File: src/rtl/qpos_pkg.sv
package qpos_pkg;
  typedef enum logic [1:0] {
    CM_QUAD    = 2'b00,
    CM_EXTDIR  = 2'b01,
    CM_EXTGATE = 2'b10,
    CM_TIMER   = 2'b11
  } ctl_mode_e;

  typedef enum logic [2:0] {
    IM_NONE  = 3'b000,
    IM_RESET = 3'b001,
    IM_NEXT  = 3'b010,
    IM_HOME1 = 3'b011,
    IM_HOME2 = 3'b100,
    IM_CMP   = 3'b101,
    IM_MOD   = 3'b110,
    IM_MODLD = 3'b111
  } init_mode_e;
endpackage

File: src/rtl/qpos_sync.sv
module qpos_sync #(
  parameter int N      = 6,
  parameter int STAGES = 2
) (
  input  logic         clk,
  input  logic         rst,
  input  logic [N-1:0] d,
  output logic [N-1:0] q
);
  logic [N-1:0] stg [STAGES];

  always_ff @(posedge clk) begin
    if (rst) begin
      for (int i = 0; i < STAGES; i++) stg[i] <= '0;
    end else begin
      stg[0] <= d;
      for (int i = 1; i < STAGES; i++) stg[i] <= stg[i-1];
    end
  end

  assign q = stg[STAGES-1];
endmodule

File: src/rtl/qpos_decode.sv
module qpos_decode (
  input  logic clk,
  input  logic rst,
  input  logic a,
  input  logic b,
  output logic step,
  output logic up
);
  logic a_q, b_q;

  always_ff @(posedge clk) begin
    if (rst) begin
      a_q <= 1'b0;
      b_q <= 1'b0;
    end else begin
      a_q <= a;
      b_q <= b;
    end
  end

  // exactly one channel moved
  assign step = (a ^ a_q) ^ (b ^ b_q);
  // A leading B counts up
  assign up   = a ^ b_q;
endmodule

File: src/rtl/qpos_prescale.sv
module qpos_prescale #(
  parameter int SEL_W = 3
) (
  input  logic             clk,
  input  logic             rst,
  input  logic             run,
  input  logic [SEL_W-1:0] sel,
  output logic             tick
);
  localparam int DIV_W = (1 << SEL_W) - 1;

  logic [DIV_W-1:0] pc;
  logic [DIV_W-1:0] mask;

  assign mask = (DIV_W'(1) << sel) - DIV_W'(1);
  assign tick = run && ((pc & mask) == mask);

  always_ff @(posedge clk) begin
    if (rst || !run) pc <= '0;
    else             pc <= pc + DIV_W'(1);
  end
endmodule

File: src/rtl/qpos_index.sv
module qpos_index
  import qpos_pkg::*;
(
  input  logic       clk,
  input  logic       rst,
  input  logic       active,
  input  init_mode_e mode,
  input  logic       idx,
  input  logic       home,
  input  logic       a,
  input  logic       b,
  input  logic [1:0] match,
  input  logic       arm,
  output logic       to_zero,
  output logic       to_init,
  output logic       to_load
);
  logic       hit, hit_q, home_q, ev, home_ev, armed;
  logic [1:0] hstate;

  assign hit     = idx && ({b, a} == match);
  assign ev      = active && hit && !hit_q;
  assign home_ev = active && home && !home_q;

  always_ff @(posedge clk) begin
    if (rst) begin
      hit_q  <= 1'b0;
      home_q <= 1'b0;
      armed  <= 1'b1;
      hstate <= 2'd0;
    end else begin
      hit_q  <= hit;
      home_q <= home;
      if (arm)                                armed <= 1'b1;
      else if (ev && mode == IM_NEXT)         armed <= 1'b0;
      if (ev && mode == IM_HOME1 && hstate != 2'd0) hstate <= 2'd0;
      else if (ev && mode == IM_HOME2 && hstate == 2'd1) hstate <= 2'd2;
      else if (ev && mode == IM_HOME2 && hstate == 2'd2) hstate <= 2'd0;
      else if (home_ev)                       hstate <= 2'd1;
    end
  end

  assign to_zero = ev && mode == IM_RESET;
  assign to_init = ev && ((mode == IM_NEXT  && armed) ||
                          (mode == IM_HOME1 && hstate != 2'd0) ||
                          (mode == IM_HOME2 && hstate == 2'd2));
  assign to_load = ev && mode == IM_MODLD;
endmodule

File: src/rtl/qpos_counter.sv
module qpos_counter
  import qpos_pkg::*;
#(
  parameter int CNT_W       = 32,
  parameter int SYNC_STAGES = 2,
  parameter int PRE_SEL_W   = 3
) (
  input  logic                 clk,
  input  logic                 rst,
  input  logic                 enable,
  input  logic [1:0]           ctl_mode,
  input  logic [2:0]           init_mode,
  input  logic                 dir_neg,
  input  logic                 gate_en,
  input  logic                 swap_ab,
  input  logic                 invert_ab,
  input  logic [1:0]           match_ab,
  input  logic [PRE_SEL_W-1:0] prescale_sel,
  input  logic                 arm_next,
  input  logic                 cnt_wr,
  input  logic [CNT_W-1:0]     cnt_wdata,
  input  logic [CNT_W-1:0]     init_val,
  input  logic [CNT_W-1:0]     cmp_val,
  input  logic [CNT_W-1:0]     load_val,
  input  logic                 pin_a,
  input  logic                 pin_b,
  input  logic                 pin_index,
  input  logic                 pin_home,
  input  logic                 pin_gate,
  input  logic                 pin_updn,
  output logic [CNT_W-1:0]     count,
  output logic                 dir_up
);
  localparam int NSYNC = 6;

  ctl_mode_e  cm;
  init_mode_e im;
  assign cm = ctl_mode_e'(ctl_mode);
  assign im = init_mode_e'(init_mode);

  logic [NSYNC-1:0] raw, syn;
  logic a_s, b_s, idx_s, home_s, gate_s, updn_s;
  assign raw = {pin_updn, pin_gate, pin_home, pin_index, pin_b, pin_a};
  assign {updn_s, gate_s, home_s, idx_s, b_s, a_s} = syn;

  qpos_sync #(.N(NSYNC), .STAGES(SYNC_STAGES)) u_sync (
    .clk(clk), .rst(rst), .d(raw), .q(syn)
  );

  // conditioned channels: swap first, then polarity
  logic a_p, b_p;
  assign a_p = (swap_ab ? b_s : a_s) ^ invert_ab;
  assign b_p = (swap_ab ? a_s : b_s) ^ invert_ab;

  logic q_step, q_up;
  qpos_decode u_dec (
    .clk(clk), .rst(rst), .a(a_p), .b(b_p), .step(q_step), .up(q_up)
  );

  logic tick;
  qpos_prescale #(.SEL_W(PRE_SEL_W)) u_pre (
    .clk(clk), .rst(rst), .run(enable && cm == CM_TIMER),
    .sel(prescale_sel), .tick(tick)
  );

  logic idx_active, to_zero, to_init, to_load;
  assign idx_active = enable && !ctl_mode[1];
  qpos_index u_idx (
    .clk(clk), .rst(rst), .active(idx_active), .mode(im),
    .idx(idx_s), .home(home_s), .a(a_p), .b(b_p), .match(match_ab),
    .arm(arm_next), .to_zero(to_zero), .to_init(to_init), .to_load(to_load)
  );

  logic a_prev, a_rise;
  always_ff @(posedge clk) begin
    if (rst) a_prev <= 1'b0;
    else     a_prev <= a_s;
  end
  assign a_rise = a_s && !a_prev;

  logic stp_raw, stp, stp_up, modulo;
  always_comb begin
    unique case (cm)
      CM_QUAD:    begin stp_raw = q_step;           stp_up = q_up ^ dir_neg; end
      CM_EXTDIR:  begin stp_raw = a_rise;           stp_up = updn_s;         end
      CM_EXTGATE: begin stp_raw = a_rise && gate_s; stp_up = !dir_neg;       end
      default:    begin stp_raw = tick;             stp_up = !dir_neg;       end
    endcase
  end
  assign stp    = stp_raw && (!gate_en || gate_s);
  assign modulo = idx_active && (im == IM_MOD || im == IM_MODLD);

  always_ff @(posedge clk) begin
    if (rst) begin
      count  <= '0;
      dir_up <= 1'b1;
    end else if (cnt_wr) begin
      count <= cnt_wdata;
    end else if (enable) begin
      if (to_zero)                                     count <= '0;
      else if (to_init)                                count <= init_val;
      else if (to_load)                                count <= load_val;
      else if (idx_active && im == IM_CMP && count == cmp_val) count <= '0;
      else if (stp) begin
        dir_up <= stp_up;
        if (stp_up) count <= (modulo && count == cmp_val)  ? load_val : count + CNT_W'(1);
        else        count <= (modulo && count == load_val) ? cmp_val  : count - CNT_W'(1);
      end
    end
  end
endmodule

File: config.mk
export PLATFORM = sky130hd
export DESIGN_NAME = qpos_counter
export DESIGN_NICKNAME = d
export VERILOG_FILES = /design/src/rtl/qpos_pkg.sv /design/src/rtl/qpos_sync.sv /design/src/rtl/qpos_decode.sv /design/src/rtl/qpos_prescale.sv /design/src/rtl/qpos_index.sv /design/src/rtl/qpos_counter.sv
export SDC_FILE = /design/constraint.sdc
export NUM_CORES = 1
export LEC_CHECK = 0
export ABC_AREA = 1
export ABC_CLOCK_PERIOD_IN_PS = 4000
export BUFFER_PORTS_ARGS = -buffer_cell sky130_fd_sc_hd__buf_4
export CORE_MARGIN = 5
export CORE_UTILIZATION = 61
export CTS_BUF_LIST = sky130_fd_sc_hd__clkbuf_16
export CTS_CLUSTER_SIZE = 12
export DETAILED_ROUTE_END_ITERATION = 6
export PLACE_DENSITY_LB_ADDON = 0.1
export SLEW_MARGIN = 25
export SYNTH_ARGS = -nofsm -noshare
export SYNTH_HDL_FRONTEND = slang
export SYNTH_HIERARCHICAL = 1
export SYNTH_SLANG_ARGS = --single-unit
File: constraint.sdc
create_clock -name clk -period 4 [get_ports clk]
set_input_delay 0.4 -clock clk [delete_from_list [all_inputs] [get_ports clk]]
set_output_delay 0.4 -clock clk [all_outputs]
set_load 0.01 [all_outputs]
==> results.sh, run 1 <==
export IMPL_antenna_cells=0
export IMPL_route_detailed_vias_per_inst=5.743
export IMPL_antenna_found_initial=0
export IMPL_result_of_the_run="complete, no violations"
export IMPL_chipWidth_um=123.9
export IMPL_drive_gt1_share_pct=24.04
export IMPL_insertion_delay_ps=340
export IMPL_drt_first_pass_iters=6
export IMPL_timing_critical_path_mode_cell="sky130_fd_sc_hd__nand2_1"
export IMPL_maximum_level_of_the_cts_h_tree=3
export IMPL_switchingPower_mw=1.017
export IMPL_post_route_period_util_pct=80.45
export IMPL_areaGrowthSynthToFinish_pct=18.58
export IMPL_post_cts_resize_count=0
export IMPL_max_stage_delay_ps=570
export IMPL_cts_tree="done"
export IMPL_postRouteWirelength_mm=27.73
export IMPL_vertical_die_dimension_um=123.9
export IMPL_post_synth_inst_count=1351
export IMPL_synth_area_leaders="sky130_fd_sc_hd__nand2_1 19%, sky130_fd_sc_hd__dfxtp_1 15%, sky130_fd_sc_hd__nor2_1 9.1%, sky130_fd_sc_hd__nand3_1 8.3%, sky130_fd_sc_hd__xor2_1 7.9%"
export IMPL_power_share_combinational_pct=40.3
export IMPL_cts_setup_buffers=0
export IMPL_dpl_hpwl_mm=20.60
export IMPL_first_iter_violations=1030
export IMPL_cp_cell_sequence="xnor2_1 > nand2_1 > nor2_1 > nand2_1 > nor2_8 > nand3_2 > buf_4 > nand2_1 > nand3_1 > nand3_1 > nand2_1 > nand2_1 > a21oi_2"
export IMPL_clock_net_sink_count=60
export IMPL_avgRoutedWirePerCell_um=16.82
export IMPL_peak_freq_mhz=310.8
export IMPL_synthMuxAreaShare_pct=0
export IMPL_buffer_type_at_the_clock_tree_root="sky130_fd_sc_hd__clkbuf_16"
export IMPL_main_combinational_cell_family_by_area_after_synthesis="simple AND/OR/NAND/NOR gates"
export IMPL_critical_path_top_delay_family="simple AND/OR/NAND/NOR gates"
export IMPL_syn_avg_cell_area_um2=5.862
export IMPL_synth_top_cell_area_share_pct=18.63
export IMPL_timing_hold_worst_class="input pin to register"
export IMPL_synthSimpleGateAreaFrac_pct=47.93
export IMPL_initial_utilization_pct=62.51
export IMPL_synth_seq_cells=60
export IMPL_finClkSkew_ps=7.176
export IMPL_ctsHoldBuffers=0
export IMPL_max_cap_violations=0
export IMPL_max_clock_path_buffers=2
export IMPL_report_final_setup_viol=0
export IMPL_totalNegativeSetupSlack_ps=0
export IMPL_synth_lib_cells_used_distinct=36
export IMPL_dr_total_vias=9471
export IMPL_syn_area_mm2=0.007920
export IMPL_endpoint_kind="register"
export IMPL_remaining_max_slew_budget_at_the_tightest_pin_pct=41.06
export IMPL_global_route_overflow=0
export IMPL_post_route_min_period_ps=3218
export IMPL_power_sequential_fraction_pct=27.8
export IMPL_synth_seq_area_share_pct=15.17
export IMPL_nNetsFinal=1629
export IMPL_ys_warn_count=6
export IMPL_criticalPathCategory="register to register"
export IMPL_cellPowerDensity_mw_per_mm2=280.6
export IMPL_swShare_pct=38.59
export IMPL_cts_buffers_inserted=9
export IMPL_first_global_vias=8783
export IMPL_synth_compound_area_share_pct=10.74
export IMPL_rows=41
export IMPL_grt_start_max_net_pins=65
export IMPL_cts_reportedPaths_clkPinSlew_ps=60
export IMPL_max_slew_worst_pin_slew_ps=884.1
export IMPL_cp_required_ps=4230
export IMPL_worstSetupStartpointType="register"
export IMPL_reg2reg_slack_ps=780
export IMPL_yosys_area_top_type="sky130_fd_sc_hd__nand2_1"
export IMPL_reported_leakage_power_nw=4.598
export IMPL_place_congestion=1.032
export IMPL_p_int_mw=1.618
export IMPL_drt_antenna_violating_nets=0
export IMPL_critical_path_max_fanout=34
export IMPL_ir_worst_vdd_mv=0.2150
export IMPL_power_share_clock_pct=31.9
export IMPL_synth_fp_nets=1507
export IMPL_critical_path_slowest_cell="sky130_fd_sc_hd__dfxtp_1"
export IMPL_critical_path_arrival_ps=3450
export IMPL_cp_num_buf_inv=1
export IMPL_rsz0062_at_grt="no"
export IMPL_grt_pass1_wl_mm=43.58
export IMPL_design_die_area_mm2=0.01536
export IMPL_totalPowerFinal_mw=2.635
export IMPL_detail_route_drc_violations=0
export IMPL_place_port_buffers=185
export IMPL_io_pins=186
export IMPL_grt_util_all_layers_pct=35.87
export IMPL_floorplan_core_area_mm2=0.01267
export IMPL_final_hold_violations=0
export IMPL_final_max_slew_violation_count=0
export IMPL_leading_cell_types_in_the_layout_fill_and_taps_excluded="393 x sky130_fd_sc_hd__nand2_1, 203 x sky130_fd_sc_hd__buf_4, 190 x sky130_fd_sc_hd__nor2_1"
export IMPL_layout_commonest_cell="sky130_fd_sc_hd__nand2_1"
export IMPL_adder_and_majority_cell_fraction_of_the_synthesized_area_pct=0.4739
export IMPL_synth_xor_area_share_pct=11.72
worst reg2reg max path, delay by kind of cell (launching register included):
kind | cells | cell delay (ps)
XOR/XNOR | 1 | 260
AND/OR/NAND/NOR | 10 | 1850
AO/OA/AOI/OAI | 1 | 50
buffers and inverters | 1 | 360
flip-flops | 1 | 570
power groups by stage:
stage                     combinational, mW  sequential (mW)  clock (mW)
after global placement                 1.02            0.740           0
after CTS                              1.05            0.728       0.842
after global routing                   1.17            0.738       0.864
after floorplan                       0.747            0.695           0
after detailed placement               1.04            0.741           0
final                                  1.06            0.733       0.840
routing by layer:
metal	wire [µm]	GRT usage, %	vias to the layer above
met2	12410	57.25	619
li1	-	-	4549
met5	0	0	-
met1	11130	47.65	4216
met4	929	15.47	0
met3	3267	6.131	87
cell type report:
class / instances / area (µm²)
tap: 172 / 215.2
clock inverter: 6 / 80.08
fill: 1082 / 3279
inverter: 130 / 490.5
timing repair buffer: 205 / 1564
clock buffer: 9 / 225.2
multi-input combinational: 1067 / 5615
sequential: 60 / 1201
metrics by stage:
stage | setup slack, ps | instances | hold WS, ps | cell area [µm²] | util (%)
floorplan | 1340 | 1351 | 388.3 | 7920 | -
global route | 603.3 | 1649 | 260.1 | 9392 | 74.12
global placement | 937.1 | 1634 | 389.6 | 9086 | 71.71
detailed placement | 786.2 | 1634 | 400.9 | 9086 | 71.71
finish | 782.1 | 1649 | 236.7 | 9392 | 74.12
CTS | 890.8 | 1649 | 234.3 | 9392 | 74.12
cell usage after synthesis:
master                       n
sky130_fd_sc_hd__buf_6      12
sky130_fd_sc_hd__inv_4       1
sky130_fd_sc_hd__nand2_1   393
sky130_fd_sc_hd__a21oi_2    66
sky130_fd_sc_hd__dfxtp_1    60
sky130_fd_sc_hd__nor2_4      6
sky130_fd_sc_hd__nand3_1   132
sky130_fd_sc_hd__inv_1     101
sky130_fd_sc_hd__buf_8       3
sky130_fd_sc_hd__o21ai_0     6
sky130_fd_sc_hd__nor2_8      3
sky130_fd_sc_hd__nor2_1    191
sky130_fd_sc_hd__buf_2      27
sky130_fd_sc_hd__nor3_2      1
sky130_fd_sc_hd__nor4_2      1
sky130_fd_sc_hd__nand4_1    76
sky130_fd_sc_hd__nand2_2     4
sky130_fd_sc_hd__nand3_2     5
sky130_fd_sc_hd__clkinv_1    2
sky130_fd_sc_hd__buf_4      28
sky130_fd_sc_hd__nand3_4     3
sky130_fd_sc_hd__clkbuf_1   24
sky130_fd_sc_hd__a21oi_1    39
sky130_fd_sc_hd__o22ai_1     1
sky130_fd_sc_hd__xor2_1     71
sky130_fd_sc_hd__o22ai_4     1
sky130_fd_sc_hd__inv_2      26
sky130_fd_sc_hd__nor3_1     11
sky130_fd_sc_hd__nand2_4     2
sky130_fd_sc_hd__nand4_2     3
sky130_fd_sc_hd__nor2_2     11
sky130_fd_sc_hd__a31o_2      1
sky130_fd_sc_hd__ha_1        3
sky130_fd_sc_hd__xnor2_1    35
sky130_fd_sc_hd__or2_2       1
sky130_fd_sc_hd__o22ai_2     1
cells by family after synthesis:
group / after synthesis
AND/OR/NAND/NOR: 843
buffers and inverters: 224
AO/OA/AOI/OAI: 115
XOR/XNOR: 106
flip-flops: 60
adder cells (fa/ha/maj): 3
final timing paths:
path	startpoint	endpoint	cells past startpoint
setup / recovery	count[3]$_SDFFE_PP0P_	count[17]$_SDFFE_PP0P_	13
hold / removal	arm_next	u_idx/armed$_SDFFE_PP1P_	3
setup reg to reg	count[3]$_SDFFE_PP0P_	count[17]$_SDFFE_PP0P_	13
hold reg to reg	u_sync/stg[0][0]$_SDFF_PP0_	u_sync/stg[0][6]$_SDFF_PP0_	2
registers in the layout (all words and copies together) (netlist names):
register	cells
u_idx/armed	1
u_idx/hstate	2
u_idx/hit_q	1
u_dec/a_q	1
u_idx/home_q	1
a_prev	1
u_sync/stg	12
count	32
u_pre/pc	7
u_dec/b_q	1
dir_up	1
Power figures use the tool's default switching activity.
==> run 2, diff against run 1 <==
Settings changed: ABC_AREA 1 to 0, ABC_CLOCK_PERIOD_IN_PS 4000 to 2900, CORE_UTILIZATION 61 to 49.
Clock period 4 ns to 2.9 ns, I/O delays scaled along.
==> run 2 against run 1 <==
Net effect:
- clock power grew 35%
- synthesized cell count is 40% lower
- largest power group unchanged
- first-iteration DRC count fell by 31%
- core utilization decreased by 4.8 points
- largest cell class unchanged
- non-clock buffer count increased by 96
==> results.sh, run 2 <==
export IMPL_post_route_period_util_pct=97.91
export IMPL_clock_net_sink_count=60
export IMPL_max_clock_path_buffers=2
export IMPL_post_route_min_period_ps=2839
export IMPL_leading_cell_types_in_the_layout_fill_and_taps_excluded="291 x sky130_fd_sc_hd__buf_4, 76 x sky130_fd_sc_hd__nand2_1, 74 x sky130_fd_sc_hd__xnor2_1"
export IMPL_timing_hold_worst_class="input pin to register"
export IMPL_place_port_buffers=185
export IMPL_peak_freq_mhz=352.2
export IMPL_worst_r2r_cell_count=10
export IMPL_result_of_the_run="complete, no violations"
export IMPL_first_global_vias=7426
export IMPL_synth_main_ff_cell="sky130_fd_sc_hd__dfxtp_1"
export IMPL_rsz0062_at_grt="no"
export IMPL_totalPowerFinal_mw=3.638
export IMPL_buffer_type_at_the_clock_tree_root="sky130_fd_sc_hd__clkbuf_16"
export IMPL_synthArstFlopShare_pct=0
export IMPL_totalNegativeSetupSlack_ps=0
export IMPL_max_slew_worst_pin_slew_ps=760.2
export IMPL_vertical_die_dimension_um=125.1
export IMPL_drt_first_pass_iters=7
export IMPL_floorplan_core_area_mm2=0.01314
export IMPL_max_cap_violations=0
export IMPL_ir_worst_vdd_mv=0.3546
export IMPL_remaining_max_slew_budget_at_the_tightest_pin_pct=49.32
export IMPL_fin_worst_hold_slack_ps=135.8
export IMPL_syn_avg_cell_area_um2=8.019
export IMPL_synth_edff_count=0
export IMPL_synth_area_leaders="sky130_fd_sc_hd__dfxtp_1 19%, sky130_fd_sc_hd__xnor2_1 10%, sky130_fd_sc_hd__xor2_1 7.3%, sky130_fd_sc_hd__mux2i_1 6.8%, sky130_fd_sc_hd__nand2_1 4.5%"
export IMPL_post_synth_inst_count=809
export IMPL_placed_cell_area_mm2=0.008562
export IMPL_place_congestion=0.9634
export IMPL_insertion_delay_ps=350
export IMPL_drive_gt1_share_pct=38.10
export IMPL_finClkSkew_ps=9.673
export IMPL_global_route_overflow=0
export IMPL_ys_warn_count=6
export IMPL_fin_cells=1226
export IMPL_antenna_cells=0
export IMPL_synth_fp_nets=965
export IMPL_maximum_level_of_the_cts_h_tree=3
export IMPL_yosysMostFrequentCell="sky130_fd_sc_hd__nand2_1"
export IMPL_cellPowerDensity_mw_per_mm2=399.4
export IMPL_critical_path_slowest_cell="sky130_fd_sc_hd__or4_4"
export IMPL_top_register="count"
export IMPL_final_max_slew_violation_count=0
export IMPL_synth_seq_cells=60
export IMPL_detail_route_drc_violations=0
export IMPL_final_hold_violations=0
export IMPL_nNetsFinal=1201
export IMPL_worstSetupStartpointType="register"
export IMPL_initial_utilization_pct=49.38
export IMPL_cp_required_ps=3150
export IMPL_hold_path_depth=2
export IMPL_reported_leakage_power_nw=3.905
export IMPL_grt_pass1_wl_mm=40.26
export IMPL_areaGrowthSynthToFinish_pct=40.42
export IMPL_synth_top_cells_by_count="77 x sky130_fd_sc_hd__nand2_1, 76 x sky130_fd_sc_hd__xnor2_1, 60 x sky130_fd_sc_hd__dfxtp_1"
export IMPL_rows=42
export IMPL_first_iter_violations=712
export IMPL_grt_start_max_net_pins=57
export IMPL_synth_lib_cells_used_distinct=75
export IMPL_report_final_setup_viol=0
export IMPL_ctsHoldBuffers=0
export IMPL_yosys_area_top_type="sky130_fd_sc_hd__dfxtp_1"
export IMPL_numPlacedInstances=1201
export IMPL_criticalPathCategory="register to register"
export IMPL_dr_total_vias=7432
export IMPL_design_die_area_mm2=0.01564
export IMPL_route_detailed_vias_per_inst=6.062
export IMPL_finalInstanceArea_mm2=0.009110
export IMPL_grt_util_all_layers_pct=31.92
export IMPL_endpoint_kind="register"
export IMPL_chipWidth_um=125.1
export IMPL_cp_cell_sequence="xor2_1 > nor4_4 > nand4_4 > buf_6 > or4_4 > nand2_4 > buf_12 > buf_4 > a221oi_1 > a211oi_1"
export IMPL_max_stage_delay_ps=550
export IMPL_synth_top_cell_area_share_pct=18.51
export IMPL_avgRoutedWirePerCell_um=21.49
export IMPL_dpl_hpwl_mm=20.29
export IMPL_antenna_found_initial=0
export IMPL_layout_commonest_cell="sky130_fd_sc_hd__buf_4"
export IMPL_largest_reg_flops=32
export IMPL_largest_registers="count x32, u_sync/stg x12, u_pre/pc x7"
export IMPL_cts_buffers_inserted=9
export IMPL_critical_path_max_fanout=7
export IMPL_cts_tree="done"
export IMPL_postRouteWirelength_mm=26.34
export IMPL_drt_antenna_violating_nets=0
export IMPL_cts_reportedPaths_clkPinSlew_ps=60
export IMPL_io_pins=186
export IMPL_critical_path_arrival_ps=3090
export IMPL_synth_seq_area_share_pct=18.51
export IMPL_syn_area_mm2=0.006487
run 2: cell types whose count changed after synthesis, sizes merged, moves of 29 or more:
cell	previous run	this run
nand2	399	77
nor2	211	46
inv	128	13
nand3	140	27
a21oi	105	18
nand4	79	28
mux2i	0	44
xnor2	35	76
mux2	0	29
run 2: cell type report:
cell class	instances	area [µm²]
Clock buffer	9	225.2
Fill cell	1107	4028
Tap cell	176	220.2
Inverter	14	52.55
Multi-Input combinational cell	659	4954
Timing Repair Buffer	301	2372
Clock inverter	7	76.32
Sequential cell	60	1210
run 2: critical path, delay by kind of cell (launching register included):
kind	cells	cell delay, ps
simple gates	4	1300
flops	1	480
buf+inv	3	410
compound gates	2	310
xor+xnor	1	230
run 2: where the power goes:
| group | internal (mW) | switching (mW) | leakage, nW | total [mW] |
|---|---|---|---|---|
| Sequential | 0.880 | 0.0670 | 0.495 | 0.947 |
| Combinational | 0.762 | 0.796 | 3.27 | 1.56 |
| Clock | 0.670 | 0.464 | 0.142 | 1.13 |
| Total | 2.31 | 1.33 | 3.91 | 3.64 |
run 2: worst paths after layout:
| path | startpoint | endpoint | slack [ps] |
|---|---|---|---|
| worst max-delay path | count[25]$_SDFFE_PP0P_ | count[9]$_SDFFE_PP0P_ | 60 |
| worst min-delay path | arm_next | u_idx/armed$_SDFFE_PP1P_ | 140 |
| worst max register to register | count[25]$_SDFFE_PP0P_ | count[9]$_SDFFE_PP0P_ | 60 |
| worst min register to register | u_sync/stg[0][0]$_SDFF_PP0_ | u_sync/stg[0][6]$_SDFF_PP0_ | 440 |
run 2: per-stage QoR:
step	util (%)	worst slack (ps)
2_1_floorplan	-	1.742
5_1_grt	69.34	10.29
4_1_cts	67.61	2.583
3_5_place_dp	65.17	-85.19
3_3_place_gp	65.17	-27.37
6_report	69.34	60.64
run 2: cells by family after synthesis:
| logic type | Yosys count | synth area share [%] |
|---|---|---|
| compound gates | 142 | 16.55 |
| buf+inv | 90 | 7.387 |
| mux | 73 | 11.82 |
| flops | 60 | 18.51 |
| fa+ha+maj | 3 | 0.5787 |
| xor+xnor | 131 | 17.80 |
| simple gates | 310 | 27.35 |
run 2: layer usage:
layer	GRT usage [%]	up-vias	wire, µm
li1	-	3427	-
met1	40.94	3567	10770
met2	54.29	383	12720
met3	6.311	55	2206
met4	9.630	0	651
met5	0	-	0
run 2: what timing repair did:
item	CTS	global route
endpoints found under the setup margin	16	32
buffers inserted	0	8
endpoints found under the hold margin	0	0
resized for setup	3	31
cloned	0	1
pin swaps	0	8
==> run 3, diff against run 2 <==
Settings changed: CORE_UTILIZATION 49 to 30.
==> run 3 against run 2 <==
Net effect:
- maximum frequency up 2.5%
- combinational power about the same
- first-iteration DRC count down 31%
- cell area up 1.7%
- core utilization down 26 points
- largest power group unchanged
- largest cell class unchanged
- register-to-register slack better by 70 ps
- sequential cell count unchanged
- critical path type unchanged
- non-clock buffer count up 8
- hold slack worse by 12 ps
- die area up 58%
- cell count up 8.7%
==> results.sh, run 3 (synthesis gave the netlist of run 2 again) <==
export IMPL_result_of_the_run="complete, no violations"
export IMPL_first_iter_violations=492
export IMPL_post_route_min_period_ps=2771
export IMPL_hp_start="arm_next"
export IMPL_rows=53
export IMPL_cts_reportedPaths_clkPinSlew_ps=60
export IMPL_fin_cells=1333
export IMPL_met1_usage_pct=29.92
export IMPL_power_sequential_fraction_pct=25.7
export IMPL_place_congestion=0.9239
export IMPL_drt_antenna_violating_nets=0
export IMPL_timing_rr_end="count[4]$_SDFFE_PP0P_"
export IMPL_route_detailed_vias_per_inst=5.343
export IMPL_maximum_level_of_the_cts_h_tree=3
export IMPL_n_fill_cell=2202
export IMPL_global_route_overflow=0
export IMPL_grt_pass1_wl_mm=40.74
export IMPL_hold_path_depth=2
export IMPL_largest_reg_flops=32
export IMPL_worst_r2r_cell_count=8
export IMPL_multi_input_area_mm2=0.004937
export IMPL_max_cap_violations=0
export IMPL_ir_worst_vdd_mv=0.2727
export IMPL_max_clock_path_buffers=2
export IMPL_place_port_buffers=185
export IMPL_finalInstanceArea_mm2=0.009268
export IMPL_dpl_hpwl_mm=22.02
export IMPL_power_share_combinational_pct=43.4
export IMPL_postRouteWirelength_mm=28.08
export IMPL_first_global_vias=6949
export IMPL_reg2reg_slack_ps=130
export IMPL_criticalPathCategory="register to register"
export IMPL_peak_freq_mhz=360.8
export IMPL_antenna_found_initial=0
export IMPL_numPlacedInstances=1313
export IMPL_grt_start_max_net_pins=57
export IMPL_layout_area_seq_mm2=0.001214
export IMPL_cts_tree="done"
export IMPL_p_int_mw=2.336
export IMPL_min_to="u_idx/armed$_SDFFE_PP1P_"
export IMPL_insertion_delay_ps=350
export IMPL_chipWidth_um=157.1
export IMPL_detail_route_drc_violations=0
export IMPL_post_route_period_util_pct=95.56
export IMPL_power_share_clock_pct=30.9
export IMPL_critical_path_arrival_ps=2960
export IMPL_clock_net_sink_count=60
export IMPL_max_slew_worst_pin_slew_ps=790.0
export IMPL_global_route_usage_met2_pct=35.36
export IMPL_largest_registers="count x32, u_sync/stg x12, u_pre/pc x7"
export IMPL_switchingPower_mw=1.334
export IMPL_timing_hold_worst_class="input pin to register"
export IMPL_avgRoutedWirePerCell_um=21.07
export IMPL_globalRoute_busiestLayer="met2"
export IMPL_worstSetupStartpointType="register"
export IMPL_leading_cell_types_in_the_layout_fill_and_taps_excluded="298 x sky130_fd_sc_hd__buf_4, 75 x sky130_fd_sc_hd__nand2_1, 69 x sky130_fd_sc_hd__xnor2_1"
export IMPL_buffer_type_at_the_clock_tree_root="sky130_fd_sc_hd__clkbuf_16"
export IMPL_grt_util_all_layers_pct=21.77
export IMPL_floorplan_core_area_mm2=0.02115
export IMPL_endpoint_kind="register"
export IMPL_finClkSkew_ps=9.388
export IMPL_nNetsFinal=1209
export IMPL_swShare_pct=36.35
export IMPL_reported_leakage_power_nw=3.943
export IMPL_cellPowerDensity_mw_per_mm2=396.0
export IMPL_dr_total_vias=7122
export IMPL_drt_first_pass_iters=7
export IMPL_critical_path_max_fanout=8
export IMPL_io_pins=186
export IMPL_drive_gt1_share_pct=39.04
export IMPL_report_final_setup_viol=0
export IMPL_areaGrowthSynthToFinish_pct=42.85
export IMPL_remaining_max_slew_budget_at_the_tightest_pin_pct=47.33
export IMPL_grtUsageMet3_pct=4.042
export IMPL_placed_cell_area_mm2=0.008783
export IMPL_critical_path_startpoint="count[18]$_SDFFE_PP0P_"
export IMPL_totalNegativeSetupSlack_ps=0
export IMPL_worst_reg2reg_path_startpoint="count[18]$_SDFFE_PP0P_"
export IMPL_cts_buffers_inserted=9
export IMPL_cp_required_ps=3090
export IMPL_initial_utilization_pct=30.67
export IMPL_top_register="count"
export IMPL_design_die_area_mm2=0.02467
export IMPL_totalPowerFinal_mw=3.670
export IMPL_final_max_slew_violation_count=0
export IMPL_vertical_die_dimension_um=157.1
export IMPL_final_hold_violations=0
export IMPL_layout_commonest_cell="sky130_fd_sc_hd__buf_4"
export IMPL_antenna_cells=0
[run 3: cell types whose count changed in the layout (fill, tap and decap cells not counted), moves of 3 or more]
cell	delta
sky130_fd_sc_hd__xnor2_1	-5
sky130_fd_sc_hd__dfxtp_1	-5
sky130_fd_sc_hd__nor4_1	+3
sky130_fd_sc_hd__xnor2_2	+5
sky130_fd_sc_hd__buf_4	+7
sky130_fd_sc_hd__dfxtp_2	+6
[run 3: cell type report]
cell class,count,share of cell area (%)
multi-input cells,659,53.27
repair buffers,309,26.11
flip-flops and latches,60,13.10
well taps,275,3.713
clock buffers,9,2.430
clock inverters,7,0.8100
inverters,14,0.5670
[run 3: power by group through the flow]
stage               Combinational [mW]  Sequential, mW  Clock (mW)
detailed placement                1.55           0.957           0
floorplan                        0.846           0.948           0
CTS                               1.56           0.939        1.16
finish                            1.59           0.945        1.13
global route                      1.71           0.953        1.19
global placement                  1.55           0.957           0
[run 3: repair_timing]
action,CTS,global route
hold buffers,0,0
endpoints found under the setup margin,0,31
buffers inserted,0,3
gates resized for setup,0,38
[run 3: worst max path at each step]
stage | to | slack (ps) | cells after the start
after detailed placement | count[14]$_SDFFE_PP0P_ | -90 | 13
final | count[4]$_SDFFE_PP0P_ | 130 | 8
after floorplan | count[16]$_SDFFE_PP0P_ | 2 | 13
after global routing | count[28]$_SDFFE_PP0P_ | -10 | 12
after CTS | count[14]$_SDFFE_PP0P_ | 30 | 12
after global placement | count[14]$_SDFFE_PP0P_ | -10 | 13
[run 3: critical path: stages (launching register included)]
cell and delay, ps:
sky130_fd_sc_hd__dfxtp_2 350, sky130_fd_sc_hd__xor2_1 240, sky130_fd_sc_hd__nand4bb_1 220, sky130_fd_sc_hd__or4_4 500, sky130_fd_sc_hd__or3_1 410, sky130_fd_sc_hd__buf_4 200, sky130_fd_sc_hd__mux2_1 320, sky130_fd_sc_hd__a222oi_1 250
sky130_fd_sc_hd__a211oi_1 120
[run 3: through the flow]
stage,worst slack (ps),hold slack [ps],utilization [%]
floorplan,1.742,361.6,-
global placement,-9.645,422.6,41.52
detailed placement,-86.31,423.7,41.52
CTS,26.40,117.8,42.94
global route,-11.35,122.6,43.81
finish,128.8,124.3,43.81
[run 3: layer usage]
layer / up-vias / share of wire (%)
li1: 3453 / -
met1: 3371 / 45
met2: 264 / 46
met3: 34 / 7.0
met4: 0 / 1.9
met5: - / 0
